`config.mk`:
```
export PLATFORM = sky130hd
export DESIGN_NAME = ls_microseq
export DESIGN_NICKNAME = d
export VERILOG_FILES = /design/src/rtl/ls_pkg.sv /design/src/rtl/ls_decode.sv /design/src/rtl/ls_addr_gen.sv /design/src/rtl/ls_microseq.sv
export SDC_FILE = /design/constraint.sdc
export NUM_CORES = 1
export LEC_CHECK = 0
export BUFFER_PORTS_ARGS = -buffer_cell sky130_fd_sc_hd__buf_2
export CAP_MARGIN = 20
export CELL_PAD_IN_SITES_DETAIL_PLACEMENT = 2
export CELL_PAD_IN_SITES_GLOBAL_PLACEMENT = 2
export CORE_MARGIN = 2
export CORE_UTILIZATION = 32
export DETAILED_ROUTE_END_ITERATION = 10
export GPL_TIMING_DRIVEN = 0
export HOLD_SLACK_MARGIN = 0.02
export PLACE_DENSITY = 0.8
export SYNTH_ARGS = -nofsm -noshare
export SYNTH_HDL_FRONTEND = slang
export SYNTH_SLANG_ARGS = --single-unit
```
`constraint.sdc`:
```
create_clock -name clk_i -period 3.36 [get_ports clk_i]
set_clock_uncertainty 0.2 [all_clocks]
set_input_delay 0.504 -clock clk_i [delete_from_list [all_inputs] [get_ports clk_i]]
set_output_delay 0.504 -clock clk_i [all_outputs]
set_load 0.005 [all_outputs]
```
`src/rtl/ls_pkg.sv`:
```
package ls_pkg;

  typedef enum logic [2:0] {
    ST_FETCH, ST_OPLO, ST_OPHI, ST_XFER, ST_XFER2, ST_LOCK
  } ls_state_e;

  typedef enum logic [2:0] {
    AM_NONE, AM_HL_INC, AM_HL_DEC, AM_PAGE_N, AM_PAGE_C, AM_ABS, AM_SP_ABS
  } ls_amode_e;

  typedef struct packed {
    logic       illegal;
    ls_amode_e  amode;
    logic       store;
    logic [1:0] n_opnd;
  } ls_dec_t;

  localparam logic [7:0] PAGE_HI = 8'hFF;

endpackage

```
`src/rtl/ls_decode.sv`:
```
module ls_decode
  import ls_pkg::*;
(
  input  logic [7:0] op_i,
  output ls_dec_t    dec_o
);

  always_comb begin
    dec_o = '{illegal: 1'b0, amode: AM_NONE, store: 1'b0, n_opnd: 2'd0};
    case (op_i)
      8'h22: dec_o = '{illegal: 1'b0, amode: AM_HL_INC, store: 1'b1, n_opnd: 2'd0};
      8'h2A: dec_o = '{illegal: 1'b0, amode: AM_HL_INC, store: 1'b0, n_opnd: 2'd0};
      8'h32: dec_o = '{illegal: 1'b0, amode: AM_HL_DEC, store: 1'b1, n_opnd: 2'd0};
      8'h3A: dec_o = '{illegal: 1'b0, amode: AM_HL_DEC, store: 1'b0, n_opnd: 2'd0};
      8'hE0: dec_o = '{illegal: 1'b0, amode: AM_PAGE_N, store: 1'b1, n_opnd: 2'd1};
      8'hF0: dec_o = '{illegal: 1'b0, amode: AM_PAGE_N, store: 1'b0, n_opnd: 2'd1};
      8'hE2: dec_o = '{illegal: 1'b0, amode: AM_PAGE_C, store: 1'b1, n_opnd: 2'd0};
      8'hF2: dec_o = '{illegal: 1'b0, amode: AM_PAGE_C, store: 1'b0, n_opnd: 2'd0};
      8'hEA: dec_o = '{illegal: 1'b0, amode: AM_ABS,    store: 1'b1, n_opnd: 2'd2};
      8'hFA: dec_o = '{illegal: 1'b0, amode: AM_ABS,    store: 1'b0, n_opnd: 2'd2};
      8'h08: dec_o = '{illegal: 1'b0, amode: AM_SP_ABS, store: 1'b1, n_opnd: 2'd2};
      8'hD3, 8'hDB, 8'hDD, 8'hE3, 8'hE4, 8'hEB,
      8'hEC, 8'hED, 8'hF4, 8'hFC, 8'hFD:
        dec_o = '{illegal: 1'b1, amode: AM_NONE, store: 1'b0, n_opnd: 2'd0};
      default: ;
    endcase
  end

endmodule

```
`src/rtl/ls_addr_gen.sv`:
```
module ls_addr_gen
  import ls_pkg::*;
(
  input  ls_state_e   state_i,
  input  ls_amode_e   amode_i,
  input  logic [15:0] pc_i,
  input  logic [15:0] hl_i,
  input  logic [7:0]  c_i,
  input  logic [15:0] opnd_i,
  output logic [15:0] addr_o
);

  always_comb begin
    addr_o = pc_i;
    case (state_i)
      ST_XFER: begin
        case (amode_i)
          AM_HL_INC, AM_HL_DEC: addr_o = hl_i;
          AM_PAGE_N:            addr_o = {PAGE_HI, opnd_i[7:0]};
          AM_PAGE_C:            addr_o = {PAGE_HI, c_i};
          AM_ABS, AM_SP_ABS:    addr_o = opnd_i;
          default:              addr_o = pc_i;
        endcase
      end
      ST_XFER2: addr_o = opnd_i + 16'd1;  // wraps modulo 2^16
      default:  addr_o = pc_i;
    endcase
  end

endmodule

```
`src/rtl/ls_microseq.sv`:
```
module ls_microseq
  import ls_pkg::*;
#(
  parameter int          MCYC_CLKS = 4,
  parameter logic [15:0] PC_RST    = 16'h0000,
  parameter logic [7:0]  A_RST     = 8'h00,
  parameter logic [7:0]  C_RST     = 8'h12,
  parameter logic [15:0] HL_RST    = 16'hFFFE,
  parameter logic [15:0] SP_RST    = 16'hBEEF
) (
  input  logic        clk_i,
  input  logic        rst_ni,
  output logic [15:0] mem_addr_o,
  output logic        mem_rd_o,
  output logic        mem_wr_o,
  output logic [7:0]  mem_wdata_o,
  input  logic [7:0]  mem_rdata_i,
  output logic [7:0]  reg_a_o,
  output logic [7:0]  reg_c_o,
  output logic [15:0] reg_hl_o,
  output logic [15:0] reg_sp_o,
  output logic        done_o,
  output logic        locked_o
);

  localparam int            PH_W      = $clog2(MCYC_CLKS);
  localparam logic [PH_W-1:0] STROBE_PH = PH_W'(1);
  localparam logic [PH_W-1:0] LAST_PH   = PH_W'(MCYC_CLKS - 1);

  ls_state_e       state_q, state_d;
  logic [PH_W-1:0] ph_q;
  logic [15:0]     pc_q, hl_q, sp_q;
  logic [7:0]      op_q, lo_q, hi_q, a_q, c_q;
  ls_dec_t         dec;
  logic            strobe, last, fetching;

  ls_decode u_dec (.op_i(op_q), .dec_o(dec));

  ls_addr_gen u_agen (
    .state_i (state_q),
    .amode_i (dec.amode),
    .pc_i    (pc_q),
    .hl_i    (hl_q),
    .c_i     (c_q),
    .opnd_i  ({hi_q, lo_q}),
    .addr_o  (mem_addr_o)
  );

  assign strobe   = (state_q != ST_LOCK) && (ph_q == STROBE_PH);
  assign last     = (ph_q == LAST_PH);
  assign fetching = (state_q == ST_FETCH) || (state_q == ST_OPLO) || (state_q == ST_OPHI);

  assign mem_rd_o = strobe && (fetching || (state_q == ST_XFER && !dec.store));
  assign mem_wr_o = strobe && ((state_q == ST_XFER && dec.store) || state_q == ST_XFER2);
  assign mem_wdata_o = (state_q == ST_XFER2)     ? sp_q[15:8] :
                       (dec.amode == AM_SP_ABS)  ? sp_q[7:0]  : a_q;

  always_comb begin
    state_d = state_q;
    case (state_q)
      ST_FETCH: begin
        if (dec.illegal)              state_d = ST_LOCK;
        else if (dec.amode == AM_NONE) state_d = ST_FETCH;
        else if (dec.n_opnd != 2'd0)  state_d = ST_OPLO;
        else                          state_d = ST_XFER;
      end
      ST_OPLO:  state_d = (dec.n_opnd == 2'd2) ? ST_OPHI : ST_XFER;
      ST_OPHI:  state_d = ST_XFER;
      ST_XFER:  state_d = (dec.amode == AM_SP_ABS) ? ST_XFER2 : ST_FETCH;
      ST_XFER2: state_d = ST_FETCH;
      default:  state_d = ST_LOCK;
    endcase
  end

  assign done_o = last && (
      (state_q == ST_FETCH && !dec.illegal && dec.amode == AM_NONE) ||
      (state_q == ST_XFER && dec.amode != AM_SP_ABS) ||
      (state_q == ST_XFER2));
  assign locked_o = (state_q == ST_LOCK);

  always_ff @(posedge clk_i or negedge rst_ni) begin
    if (!rst_ni) begin
      state_q <= ST_FETCH;
      ph_q    <= '0;
      pc_q    <= PC_RST;
      op_q    <= 8'h00;
      lo_q    <= 8'h00;
      hi_q    <= 8'h00;
      a_q     <= A_RST;
      hl_q    <= HL_RST;
    end else begin
      ph_q <= last ? '0 : ph_q + 1'b1;
      if (strobe) begin
        case (state_q)
          ST_FETCH: begin op_q <= mem_rdata_i; pc_q <= pc_q + 16'd1; end
          ST_OPLO:  begin lo_q <= mem_rdata_i; pc_q <= pc_q + 16'd1; end
          ST_OPHI:  begin hi_q <= mem_rdata_i; pc_q <= pc_q + 16'd1; end
          ST_XFER: begin
            if (!dec.store) a_q <= mem_rdata_i;
            if (dec.amode == AM_HL_INC) hl_q <= hl_q + 16'd1;
            if (dec.amode == AM_HL_DEC) hl_q <= hl_q - 16'd1;
          end
          default: ;
        endcase
      end
      if (last) state_q <= state_d;
    end
  end

  // C and SP are held here; no instruction in this subset changes them
  always_ff @(posedge clk_i or negedge rst_ni) begin
    if (!rst_ni) begin
      c_q  <= C_RST;
      sp_q <= SP_RST;
    end else begin
      c_q  <= c_q;
      sp_q <= sp_q;
    end
  end

  assign reg_a_o  = a_q;
  assign reg_c_o  = c_q;
  assign reg_hl_o = hl_q;
  assign reg_sp_o = sp_q;

  a_r2_rd_wr_excl: assert property (@(posedge clk_i) disable iff (!rst_ni)
    !(mem_rd_o && mem_wr_o));

  a_r2_strobe_single: assert property (@(posedge clk_i) disable iff (!rst_ni)
    (mem_rd_o || mem_wr_o) |=> !(mem_rd_o || mem_wr_o));

  a_r3_hl_post_inc: assert property (@(posedge clk_i) disable iff (!rst_ni)
    ((mem_rd_o || mem_wr_o) && state_q == ST_XFER && dec.amode == AM_HL_INC)
      |=> hl_q == $past(hl_q) + 16'd1);

  a_r4_hl_post_dec: assert property (@(posedge clk_i) disable iff (!rst_ni)
    ((mem_rd_o || mem_wr_o) && state_q == ST_XFER && dec.amode == AM_HL_DEC)
      |=> hl_q == $past(hl_q) - 16'd1);

  a_r5_page_high: assert property (@(posedge clk_i) disable iff (!rst_ni)
    ((mem_rd_o || mem_wr_o) && state_q == ST_XFER &&
     (dec.amode == AM_PAGE_N || dec.amode == AM_PAGE_C))
      |-> mem_addr_o[15:8] == 8'hFF);

  a_r9_lock_sticky: assert property (@(posedge clk_i) disable iff (!rst_ni)
    locked_o |=> locked_o);

  a_r9_lock_quiet: assert property (@(posedge clk_i) disable iff (!rst_ni)
    locked_o |-> !mem_rd_o && !mem_wr_o && !done_o);

  a_r11_done_pulse: assert property (@(posedge clk_i) disable iff (!rst_ni)
    done_o |=> !done_o);

endmodule

```
==> results.sh <==
export IMPL_status="finished clean"
export IMPL_cts_root_buf="clkbuf_16"
export IMPL_cts_htree_levels=3
export IMPL_synth_top_area_frac=0.2810
export IMPL_power_switching_w=0.001720
export IMPL_crit_path_max_incr_delay_ns=0.42
export IMPL_yosysTopAreaCell="dfrtp_1"
export IMPL_final_max_slew_viol_count=0
export IMPL_routabilityCongestion=0.8192
export IMPL_cts_tree="done"
export IMPL_rsz0062_at_grt="true"
export IMPL_cts_sinks=69
export IMPL_relSlewSlack=0.3843
export IMPL_synthArstFlopShare=1.000
export IMPL_cts_buffer_depth=2
export IMPL_regToRegSetupSlack_ns=0.01
export IMPL_final_setup_worst_slack_ns=0.01461
export IMPL_areaGrowthSynthToFinish_pct=27.22
export IMPL_path_cells="or3b_4, nor2b_4, buf_8, and2_4, ha_4, a2111oi_4, o21ai_2, and3_4, o31ai_4, mux2_4, o31ai_1"
export IMPL_leakage_nw=2.756
export IMPL_wl_met2_mm=8.741
export IMPL_period_share=0.9957
export IMPL_multiInputGateArea_mm2=0.003054
export IMPL_num_rows=44
export IMPL_grt_max_degree=70
export IMPL_layout_drive_gt1_share=0.3779
export IMPL_tightest_slew_ns=0.9235
export IMPL_ff2ff_path_depth=11
export IMPL_place_ws_ns=-0.5841
export IMPL_crit_path_start_kind="flip-flop"
export IMPL_final_common_cell="buf_2"
export IMPL_intPower_w=0.002572
export IMPL_vias_per_cell=5.538
export IMPL_drv_cap=0
export IMPL_clkLatencyLatePin_ns=0.35
export IMPL_final_setup_tns_ns=0
export IMPL_netlist_instances=494
export IMPL_worstSetupPathType="reg2reg"
export IMPL_p_sw_frac=0.4007
export IMPL_ioPinCount=86
export IMPL_end_kind="flip-flop"
export IMPL_synth_area_top_cells="dfrtp_1 28%, dfstp_2 8.2%, mux2_2 8.0%"
export IMPL_period_needed_ns=3.345
export IMPL_startpoint="op_q[6]$_DFFE_PN0P_"
export IMPL_setup_viol=0
export IMPL_reg2reg_from="op_q[6]$_DFFE_PN0P_"
export IMPL_ys_types=69
export IMPL_n_antenna_cell=0
export IMPL_cp_data_arrival_time_ns=3.39
export IMPL_hp_class="in2async"
export IMPL_grtUsageTotal=0.2151
export IMPL_ir_worst_vdd_uv=392.2
export IMPL_vias=4419
export IMPL_ant_nets=0
export IMPL_nNetsFinal=638
export IMPL_highest_layer="met4"
export IMPL_grt_pass1_wl_mm=26.89
export IMPL_layout_area_seq_mm2=0.001745
export IMPL_die_height_um=126.6
export IMPL_required_ns=3.40
export IMPL_num_fill_cells=1548
export IMPL_die_w_um=126.6
export IMPL_dpl_hpwl_mm=11.92
export IMPL_clkPwrFrac=0.242
export IMPL_wl_per_cell_um=22.18
export IMPL_clkTransAtPathRegs_ns=0.07
export IMPL_worst_path_max_fanout=5
export IMPL_hold_viol=0
export IMPL_portBuffers=61
export IMPL_wirelength_met1_mm=7.688
export IMPL_reg2reg_to="reg_hl_o[15]$_DFFE_PN1P_"
export IMPL_dieArea_mm2=0.01602
export IMPL_ys_flop_type="dfrtp_1"
export IMPL_initial_core_util=0.3296
export IMPL_ys_warn_count=0
export IMPL_combPwrFrac=0.432
export IMPL_seqPwrFrac=0.326
export IMPL_crit_path_top_delay_cell="or3b_4"
export IMPL_antenna_found_initial=0
export IMPL_path_buf_inv=1
export IMPL_ys_ff_latch=69
export IMPL_grt_remaining_overflow=0
export IMPL_syn_area_mm2=0.004808
export IMPL_drt_iter0_drc=219
export IMPL_synth_avg_cell_area_um2=9.734
export IMPL_core_area_mm2=0.01459
export IMPL_cts_buffers=9
export IMPL_final_cell_area_mm2=0.006117
export IMPL_drt_total_wl_mm=17.70
export IMPL_synth_edff_count=0
export IMPL_yosysSeqAreaShare=0.3630
export IMPL_crit_family="simple AND/OR/NAND/NOR gates"
export IMPL_grt_pass1_vias=4737
export IMPL_timing_fmax_mhz=298.9
export IMPL_drc=0
export IMPL_final_cell_mix="64 x buf_2, 54 x dfrtp_1, 48 x buf_4"
export IMPL_placed_area_mm2=0.005456
export IMPL_first_pass_iters=4
export IMPL_met3_length_um=909
export IMPL_p_per_area_mw_per_mm2=701.7
==> area by class of cell <==
type / count / area share
plain buffers: 38 / 0.04439
clock buffers: 10 / 0.03743
clock inverters: 6 / 0.01432
inverters: 5 / 0.003068
multi-input cells: 402 / 0.4993
flip-flops and latches: 69 / 0.2853
well taps: 184 / 0.03764
repair buffers: 84 / 0.07854
==> routing by layer <==
layer  vias to the layer above  track usage
li1                       1995            -
met1                      2270       0.2750
met2                       131       0.3690
met3                        23      0.04682
met4                         0      0.05559
met5                         -            0
==> what timing repair did <==
action                                  in CTS  in global routing
buffers inserted                            17                  6
endpoints found under the setup margin       9                 21
pin swaps                                    5                 11
hold buffers                                 0                  0
cloned                                       1                  0
gates resized for setup                     19                 23
==> power by group through the flow <==
stage / clock, W / combinational (W) / sequential, W
2_1_floorplan: 0 / 0.00115 / 0.00131
3_3_place_gp: 0 / 0.00164 / 0.00137
3_5_place_dp: 0 / 0.00171 / 0.00140
4_1_cts: 0.00105 / 0.00184 / 0.00139
5_1_grt: 0.00110 / 0.00203 / 0.00144
6_report: 0.00104 / 0.00186 / 0.00140
==> worst register-to-register path, stage by stage, from the launching register on <==
cell       delay (ns)
dfrtp_1          0.40
or3b_4           0.42
nor2b_4          0.21
buf_8            0.15
and2_4           0.21
ha_4             0.25
a2111oi_4        0.38
o21ai_2          0.17
and3_4           0.22
o31ai_4          0.24
mux2_4           0.33
o31ai_1          0.08
==> flip-flops by register name, indices dropped and copies added (netlist names) <==
| register | cells |
|---|---|
| op_q | 8 |
| reg_a_o | 8 |
| state_q | 3 |
| pc_q | 16 |
| lo_q | 8 |
| hi_q | 8 |
| reg_hl_o | 16 |
| ph_q | 2 |
==> synth_stat cells, drive strengths merged (3+ instances only) <==
| master | count |
|---|---|
| clkbuf | 7 |
| xnor2 | 19 |
| and2 | 5 |
| a22oi | 7 |
| and3 | 8 |
| nor3 | 4 |
| a31oi | 3 |
| nor2 | 31 |
| nand4 | 11 |
| nand2b | 5 |
| nand2 | 46 |
| o221ai | 6 |
| nor3b | 5 |
| inv | 5 |
| or3 | 8 |
| a221oi | 7 |
| xor2 | 25 |
| a21o | 7 |
| nand3 | 16 |
| mux2 | 35 |
| ha | 18 |
| buf | 34 |
| dfstp | 15 |
| a221o | 4 |
| a211oi | 4 |
| nor2b | 4 |
| and4 | 3 |
| o21a | 4 |
| a211o | 8 |
| o31ai | 5 |
| a21oi | 27 |
| dfrtp | 54 |
| o21ai | 29 |
| o22ai | 3 |
==> cells by family after synthesis <==
family / Yosys count / synth area share
and+or+nand+nor: 154 / 0.1738
AOI/OAI and AO/OA: 125 / 0.1858
DFF: 69 / 0.3630
buffers and inverters: 46 / 0.06271
xor gates and xnor gates: 44 / 0.08015
muxes: 35 / 0.08197
adders and majority gates: 19 / 0.05100
other: 2 / 0.001562
==> worst max-delay path by stage <==
stage,endpoint,slack (ns),depth (start not counted)
2_1_floorplan,reg_hl_o[15]$_DFFE_PN1P_,0.01,13
3_3_place_gp,reg_hl_o[14]$_DFFE_PN1P_,-0.44,12
3_5_place_dp,reg_hl_o[15]$_DFFE_PN1P_,-0.58,12
4_1_cts,reg_hl_o[15]$_DFFE_PN1P_,0.003,13
5_1_grt,reg_hl_o[15]$_DFFE_PN1P_,-0.08,11
6_report,reg_hl_o[15]$_DFFE_PN1P_,0.01,11
==> per-stage QoR <==
| step | util | power, W | std cells | hold slack (ns) |
|---|---|---|---|---|
| after global placement | 0.3738 | 0.003012 | 761 | 0.2436 |
| final | 0.4193 | 0.004292 | 798 | 0.09245 |
| after detailed placement | 0.3740 | 0.003110 | 761 | 0.2694 |
| after CTS | 0.4100 | 0.004277 | 795 | 0.1282 |
| after global routing | 0.4193 | 0.004565 | 798 | 0.1566 |
| after floorplan | - | 0.002462 | 516 | 0.008409 |
Power figures use the tool's default switching activity.
